<file path="src/rtl/seeprom_pkg.sv">
package seeprom_pkg;
   localparam int unsigned REG_W     = 8;
   localparam int unsigned B_EXT_ACK = 7;
   localparam int unsigned B_EXT_REQ = 6;
   localparam int unsigned B_REQ     = 5;
   localparam int unsigned B_READY   = 4;
   localparam int unsigned B_CS      = 3;
   localparam int unsigned B_SK      = 2;
   localparam int unsigned B_DOUT    = 1;
   localparam int unsigned B_DIN     = 0;

   typedef enum logic [0:0] {
      ARB_IDLE = 1'b0,
      ARB_OWN  = 1'b1
   } arb_state_t;

   typedef struct packed {
      logic ext_req;
      logic req;
      logic cs;
      logic sk;
      logic dout;
   } ctl_bits_t;
endpackage

</file>
<file path="src/rtl/seeprom_sync.sv">
module seeprom_sync #(
   parameter int unsigned WIDTH  = 2,
   parameter int unsigned STAGES = 2
) (
   input  logic             clk,
   input  logic             rst_n,
   input  logic [WIDTH-1:0] d_async,
   output logic [WIDTH-1:0] q_sync
);
   if (STAGES < 2) begin : g_bad_stages
      $error("seeprom_sync: STAGES must be at least 2");
   end
   if (WIDTH < 1) begin : g_bad_width
      $error("seeprom_sync: WIDTH must be at least 1");
   end

   logic [STAGES-1:0][WIDTH-1:0] chain_q;

   for (genvar s = 0; s < STAGES; s++) begin : g_stage
      if (s == 0) begin : g_first
         always_ff @(posedge clk or negedge rst_n) begin
            if (!rst_n) chain_q[s] <= '0;
            else        chain_q[s] <= d_async;
         end
      end else begin : g_next
         always_ff @(posedge clk or negedge rst_n) begin
            if (!rst_n) chain_q[s] <= '0;
            else        chain_q[s] <= chain_q[s-1];
         end
      end
   end

   assign q_sync = chain_q[STAGES-1];
endmodule

</file>
<file path="src/rtl/seeprom_arb.sv">
module seeprom_arb
   import seeprom_pkg::*;
(
   input  logic clk,
   input  logic rst_n,
   input  logic req,
   input  logic busy,
   output logic owned
);
   arb_state_t state_q, state_d;

   always_comb begin
      state_d = state_q;
      unique case (state_q)
         ARB_IDLE: if (req && !busy) state_d = ARB_OWN;
         ARB_OWN:  if (!req)         state_d = ARB_IDLE;
         default:                    state_d = ARB_IDLE;
      endcase
   end

   always_ff @(posedge clk or negedge rst_n) begin
      if (!rst_n) state_q <= ARB_IDLE;
      else        state_q <= state_d;
   end

   assign owned = (state_q == ARB_OWN);

   // ownership is taken only when requested and the shared port is free
   a_r3_grant_when_free: assert property (@(posedge clk) disable iff (!rst_n)
      $rose(owned) |-> $past(req && !busy));

   // a withdrawn request releases the port on the next edge
   a_r7_release: assert property (@(posedge clk) disable iff (!rst_n)
      !req |=> !owned);
endmodule

</file>
<file path="src/rtl/seeprom_pace.sv">
module seeprom_pace #(
   parameter int unsigned CYCLES = 40
) (
   input  logic clk,
   input  logic rst_n,
   input  logic load,
   input  logic clr,
   output logic idle
);
   localparam int unsigned CNT_W = (CYCLES < 2) ? 1 : $clog2(CYCLES + 1);
   localparam logic [CNT_W-1:0] LOAD_VAL = CNT_W'(CYCLES);

   if (CYCLES < 1) begin : g_bad_cycles
      $error("seeprom_pace: CYCLES must be at least 1");
   end

   logic [CNT_W-1:0] cnt_q;

   always_ff @(posedge clk or negedge rst_n) begin
      if (!rst_n)            cnt_q <= '0;
      else if (clr)          cnt_q <= '0;
      else if (load)         cnt_q <= LOAD_VAL;
      else if (cnt_q != '0)  cnt_q <= cnt_q - 1'b1;
   end

   assign idle = (cnt_q == '0);

   // once running, the counter steps down by one each cycle
   a_r6_count_down: assert property (@(posedge clk) disable iff (!rst_n)
      (cnt_q != '0 && !load && !clr) |=> (cnt_q == $past(cnt_q) - 1'b1));

   // a cleared counter reports idle on the following cycle
   a_r4_clear_idle: assert property (@(posedge clk) disable iff (!rst_n)
      clr |=> idle);
endmodule

</file>
<file path="src/rtl/seeprom_port.sv">
module seeprom_port
   import seeprom_pkg::*;
#(
   parameter int unsigned CLK_HZ      = 50_000_000,
   parameter int unsigned PACE_NS     = 800,
   parameter int unsigned SYNC_STAGES = 2
) (
   input  logic        clk,
   input  logic        rst_n,
   input  logic        wr_en,
   input  logic [7:0]  wr_data,
   output logic [7:0]  rd_data,
   input  logic        mem_busy,
   output logic        port_owned,
   output logic        ext_req,
   input  logic        ext_ack,
   output logic        ee_cs,
   output logic        ee_sk,
   output logic        ee_data_out,
   input  logic        ee_data_in
);
   localparam int unsigned PACE_CYC = (CLK_HZ / 1000) * PACE_NS / 1_000_000;

   if (PACE_CYC < 1) begin : g_bad_pace
      $error("seeprom_port: pacing interval shorter than one clock");
   end
   if (REG_W != 8) begin : g_bad_reg
      $error("seeprom_port: register width must be 8");
   end

   ctl_bits_t ctl_q;
   logic      owned;
   logic      active;
   logic      pace_idle;
   logic      ready;
   logic      pace_load;
   logic [1:0] sync_q;
   logic      ack_s;
   logic      din_s;

   // writable control bits
   always_ff @(posedge clk or negedge rst_n) begin
      if (!rst_n) begin
         ctl_q <= '0;
      end else if (wr_en) begin
         ctl_q.ext_req <= wr_data[B_EXT_REQ];
         ctl_q.req     <= wr_data[B_REQ];
         ctl_q.cs      <= wr_data[B_CS];
         ctl_q.sk      <= wr_data[B_SK];
         ctl_q.dout    <= wr_data[B_DOUT];
      end
   end

   seeprom_arb u_arb (
      .clk   (clk),
      .rst_n (rst_n),
      .req   (ctl_q.req),
      .busy  (mem_busy),
      .owned (owned)
   );

   assign active    = owned & ctl_q.req;
   assign pace_load = wr_en & active;

   seeprom_pace #(.CYCLES(PACE_CYC)) u_pace (
      .clk   (clk),
      .rst_n (rst_n),
      .load  (pace_load),
      .clr   (!owned),
      .idle  (pace_idle)
   );

   seeprom_sync #(.WIDTH(2), .STAGES(SYNC_STAGES)) u_sync (
      .clk     (clk),
      .rst_n   (rst_n),
      .d_async ({ext_ack, ee_data_in}),
      .q_sync  (sync_q)
   );

   assign ack_s = sync_q[1];
   assign din_s = sync_q[0];
   assign ready = active & pace_idle;

   assign ee_cs       = active & ctl_q.cs;
   assign ee_sk       = active & ctl_q.sk;
   assign ee_data_out = active & ctl_q.dout;
   assign ext_req     = ctl_q.ext_req;
   assign port_owned  = owned;

   always_comb begin
      rd_data            = '0;
      rd_data[B_EXT_ACK] = ack_s;
      rd_data[B_EXT_REQ] = ctl_q.ext_req;
      rd_data[B_REQ]     = ctl_q.req;
      rd_data[B_READY]   = ready;
      rd_data[B_CS]      = ctl_q.cs;
      rd_data[B_SK]      = ctl_q.sk;
      rd_data[B_DOUT]    = ctl_q.dout;
      rd_data[B_DIN]     = active & din_s;
   end

   // a paced write drops ready on its own edge
   a_r6_write_drops_ready: assert property (@(posedge clk) disable iff (!rst_n)
      (wr_en && active) |=> !rd_data[B_READY]);

   // no chip select unless the port is held
   a_r5_cs_needs_owner: assert property (@(posedge clk) disable iff (!rst_n)
      ee_cs |-> port_owned);

   // a fresh grant is ready immediately
   a_r4_grant_ready: assert property (@(posedge clk) disable iff (!rst_n)
      ($rose(port_owned) && ctl_q.req) |-> rd_data[B_READY]);
endmodule

</file>
<file path="config.mk">
export PLATFORM = sky130hd
export DESIGN_NAME = seeprom_port
export DESIGN_NICKNAME = d
export VERILOG_FILES = /design/src/rtl/seeprom_pkg.sv /design/src/rtl/seeprom_sync.sv /design/src/rtl/seeprom_arb.sv /design/src/rtl/seeprom_pace.sv /design/src/rtl/seeprom_port.sv
export SDC_FILE = /design/constraint.sdc
export NUM_CORES = 1
export LEC_CHECK = 0
export BUFFER_PORTS_ARGS = -buffer_cell sky130_fd_sc_hd__buf_2
export CORE_MARGIN = 1
export CORE_UTILIZATION = 40
export DETAILED_ROUTE_END_ITERATION = 12
export GPL_TIMING_DRIVEN = 0
export PLACE_DENSITY = 0.66
export SKIP_CTS_REPAIR_TIMING = 1
export SLEW_MARGIN = 25
export SYNTH_ARGS = -nofsm -noshare
export SYNTH_HDL_FRONTEND = slang
export SYNTH_SLANG_ARGS = --single-unit
</file>
<file path="constraint.sdc">
create_clock -name clk -period 2.4 [get_ports clk]
set_input_delay 0.72 -clock clk [delete_from_list [all_inputs] [get_ports clk]]
set_output_delay 0.72 -clock clk [all_outputs]
set_load 0.01 [all_outputs]
</file>
======== After elaboration in Yosys (flattened, before gate mapping) ========
Index checks and enable logic that the tools add are counted.
storage, ports and cells
  word-level logic and storage cells ...... 29
  output and inout port bits .............. 13
  register bits ........................... 16
operators by class
  bitwise operators ....................... 8
  reductions and logical operators ........ 4
  muxes and demuxes ....................... 6
  equal/unequal tests ..................... 1
  $add $sub $neg .......................... 1
operator list
  cell                   number
  $mux W6                3
  $and A1 B1 Y1          7
  $logic_not A6 Y1       1
  $reduce_bool A6 Y1     1
  $sub A6 B1 Y6 const B  1
  $ne A3 B2 Y1 const B   1
  $mux W1                2
  $pmux W1 S2            1
  $logic_and A1 B1 Y1    1
  $logic_not A1 Y1       1
  $not A1 Y1             1

======== Depth between registers and ports, before layout ========
  depth after elaboration ................. 4
  gate-level depth with buffers ........... 6
  depth with buffers taken out ............ 5

======== Cells and area by module ========
A second synthesis with hierarchy kept.
unflattened totals
  cells, all modules ...................... 65
  area total of the unflattened synthesis .. 737.0 um^2
modules (own cells, without submodules)
  module        times used  area an instance (um^2)  sequential area each (um^2)  cells each
  seeprom_pace  1           347.8                    150.1                        37
  seeprom_port  1           237.7                    125.1                        19
  seeprom_sync  1           115.1                    100.1                        6
  seeprom_arb   1           36.3                     25.0                         3

======== Worst setup path after synthesis ========
Ideal clock, no wire load.
  path kind ............................... register to output
  from .................................... reg u_pace.cnt_q[0]
  to ...................................... out rd_data[4]
  setup slack ............................. 0.336 ns
  arrival time ............................ 1.344 ns
  cell stages (with the launch flop) ...... 7
  cells stage by stage .................... dfrtp_1 inv_1 ha_1 or2b_1 nor2_2 and3_2 buf_4
between the ends
  longest elaborated chain between the ends .. 2
ends and longest elaborated chain
  element                 RTL line            source
  from (decl)             seeprom_pace.sv:17  logic [CNT_W-1:0] cnt_q;
  from (signal assigned)  seeprom_pace.sv:23  else if (cnt_q != '0) cnt_q <= cnt_q - 1'b1;
  $logic_not A6 Y1        seeprom_pace.sv:26  assign idle = (cnt_q == '0);
  $and A1 B1 Y1           seeprom_port.sv:82  assign ready = active & pace_idle;
  to (decl)               seeprom_port.sv:12  output logic [7:0] rd_data,
Every way passes these cells.

======== Worst setup path after layout ========
Ends and elaborated chain as after synthesis.

==> flow_summary.json <==
{
  "switchingPower_w": 0.0003963,
  "htreeDepth": 1,
  "grt_max_degree": 17,
  "fp-row-count": 15,
  "num_antenna_cells": 0,
  "vias": 578,
  "wire_per_inst_um": 12.08,
  "place.gp.congestion": 0.8780,
  "synth-async-reset-ratio_pct": 100.0,
  "critPathKind": "reg2out",
  "crit_path_start_kind": "register",
  "start_util_pct": 43.40,
  "post-dp-hpwl_um": 988.8,
  "drtIter0Drc": 12,
  "tightest_slew_ps": 409.8,
  "powerDensity_nw_per_um2": 1094,
  "via_per_inst": 4.898,
  "worstSetupEndpointType": "output port",
  "first_pass_iters": 4,
  "setup_viol_count_final": 0,
  "max_freq_mhz": 419.3,
  "post-route-period-util_pct": 99.36,
  "die-width_um": 45.76,
  "antenna_found_initial": 0,
  "synth_ff_type": "dfrtp_1",
  "critPathMaxFanout": 4,
  "drc_errors": 0,
  "grt_util_met2_pct": 21.71,
  "clkTransAtPathRegs_ps": 100,
  "ios": 27,
  "yosysUniqueCellTypes": 27,
  "cts_root_buffer": "clkbuf_4",
  "numPortBuffers": 22,
  "final_util_pct": 56.81,
  "layout_common_cells": "21 x buf_2, 14 x dfrtp_1, 7 x buf_4",
  "clock_skew_ps": 12.98,
  "p_clk_share_pct": 16.4,
  "whs_ps": 315.3,
  "irDropWorstVdd_mv": 0.4653,
  "seqPwrFrac_pct": 34.6,
  "globalRouteMet1Util_pct": 19.49,
  "synth_area_um2": 765.7,
  "grt.total_usage_pct": 14.45,
  "grt_pass1_vias": 482,
  "grt_pass1_wl_um": 2104,
  "ant_nets": 0,
  "finalMaxSlewViolations": 0,
  "max_slew_margin_pct": 72.47,
  "switching_share_pct": 36.14,
  "cap_violations": 0,
  "routed_wl_um": 1425,
  "p_int_w": 0.0007003,
  "fillCellCount": 160,
  "run_status": "finished, final reports clean",
  "setup_slack_ps": 15.29,
  "syn_nets": 80,
  "finalHoldViolations": 0,
  "syn_avg_cell_area_um2": 11.96,
  "rsz0062_at_grt": "yes",
  "max-clock-path-buffers": 2,
  "areaGrowthSynthToFinish_pct": 30.88,
  "crit_arrival_ps": 1660,
  "critPathRequiredTime_ps": 1680,
  "pre_cts_slack_ps": 103.9,
  "synth_edf_count": 0,
  "grt_overflow": 0,
  "cts_tree": "done",
  "ys_ff_latch": 16,
  "layout_commonest_cell": "buf_2",
  "p_leak_nw": 0.4806,
  "grtUsageMet3_pct": 4.762,
  "clock_latency_ps": 290,
  "ys_seq_area_share_pct": 52.29,
  "busiest_layer": "met2",
  "cts_sinks": 16,
  "worst_hold_path_type": "in2async",
  "reg2regPathDepth": 6,
  "netlist_instances": 64,
  "cts_buffers": 3,
  "p_total_w": 0.001097,
  "core_area_um2": 1764,
  "comb_power_share_pct": 49.0,
  "nNetsFinal": 110,
  "yosys_warnings": 0,
  "period_needed_ps": 2385,
  "dieHeight_um": 45.76,
  "design.die.area_um2": 2094,
  "drive_gt1_share_pct": 58.06
}
[area by class of cell]
class | count | area (um^2) | area share (%)
Buffer | 4 | 33.78 | 3.371
Clock buffer | 4 | 36.28 | 3.620
Inverter | 3 | 13.76 | 1.373
Multi-Input combinational cell | 40 | 337.8 | 33.71
Sequential cell | 16 | 402.9 | 40.20
Tap cell | 25 | 31.28 | 3.121
Timing Repair Buffer | 26 | 146.4 | 14.61
[logic make-up after synthesis]
group / synth area share (%)
and+or+nand+nor: 18.30
buffers and inverters: 6.863
AOI/OAI and AO/OA: 10.79
adders and majority gates: 3.267
muxes: 7.352
DFF: 52.29
xor gates and xnor gates: 1.144
[cell usage after synthesis (all sizes together) (2+ instances only)]
master	n	area share [%]
a21oi	2	1.3
buf	5	5.4
mux2	5	7.4
and3	5	4.9
nor4	2	1.6
inv	3	1.5
nor3	5	3.3
o22ai	2	2.5
nand2	3	1.5
dfrtp	16	52
ha	2	3.3
[worst max-delay path, stage by stage (launching register included)]
cell and delay, ps:
dfrtp_2 460, inv_4 80, ha_4 130, or2b_4 290, nor2_4 130, and3_4 190, buf_6 90
[power groups by stage]
stage | Combinational, W | Clock, W | Sequential [W]
floorplan | 0.000313 | 0 | 0.000376
global placement | 0.000388 | 0 | 0.000383
detailed placement | 0.000403 | 0 | 0.000386
CTS | 0.000405 | 0.000185 | 0.000380
global route | 0.000584 | 0.000201 | 0.000387
finish | 0.000537 | 0.000180 | 0.000379
[state kept, by name, summed over array words and instances, names as in the netlist]
name	count
u_pace.cnt_q	6
rd_data	4
u_sync.chain_q	2
u_sync.q_sync	2
ext_req	1
u_arb.owned	1
[metrics by stage]
step	cells	cell area, um^2	TNS (ps)
5_1_grt	118	1002	-36.54
2_1_floorplan	64	765.7	0
6_report	118	1002	0
3_3_place_gp	111	907.1	0
3_5_place_dp	111	907.1	0
4_1_cts	115	943.4	-238.4
[path summary, 6_finish.rpt]
kind | from | to | slack, ps
max in group asynchronous | rst_n | u_pace.cnt_q[1] | 1810
max | u_pace.cnt_q[0] | rd_data[4] | 20
min | rst_n | u_pace.cnt_q[0] | 320
max reg2reg | u_pace.cnt_q[0] | u_pace.cnt_q[2] | 1040
min reg2reg | u_sync.chain_q[0] | u_sync.q_sync[0] | 360
min in group clk | u_sync.chain_q[0] | u_sync.q_sync[0] | 360
[layer usage]
metal | part of all wire, % | routed length [um] | up-vias
met4 | 0 | 0 | 0
li1 | - | - | 285
met1 | 47 | 670 | 278
met3 | 4.6 | 65 | 0
met2 | 48 | 689 | 15
met5 | 0 | 0 | -
Note: power is estimated with default switching activity, not from simulation.
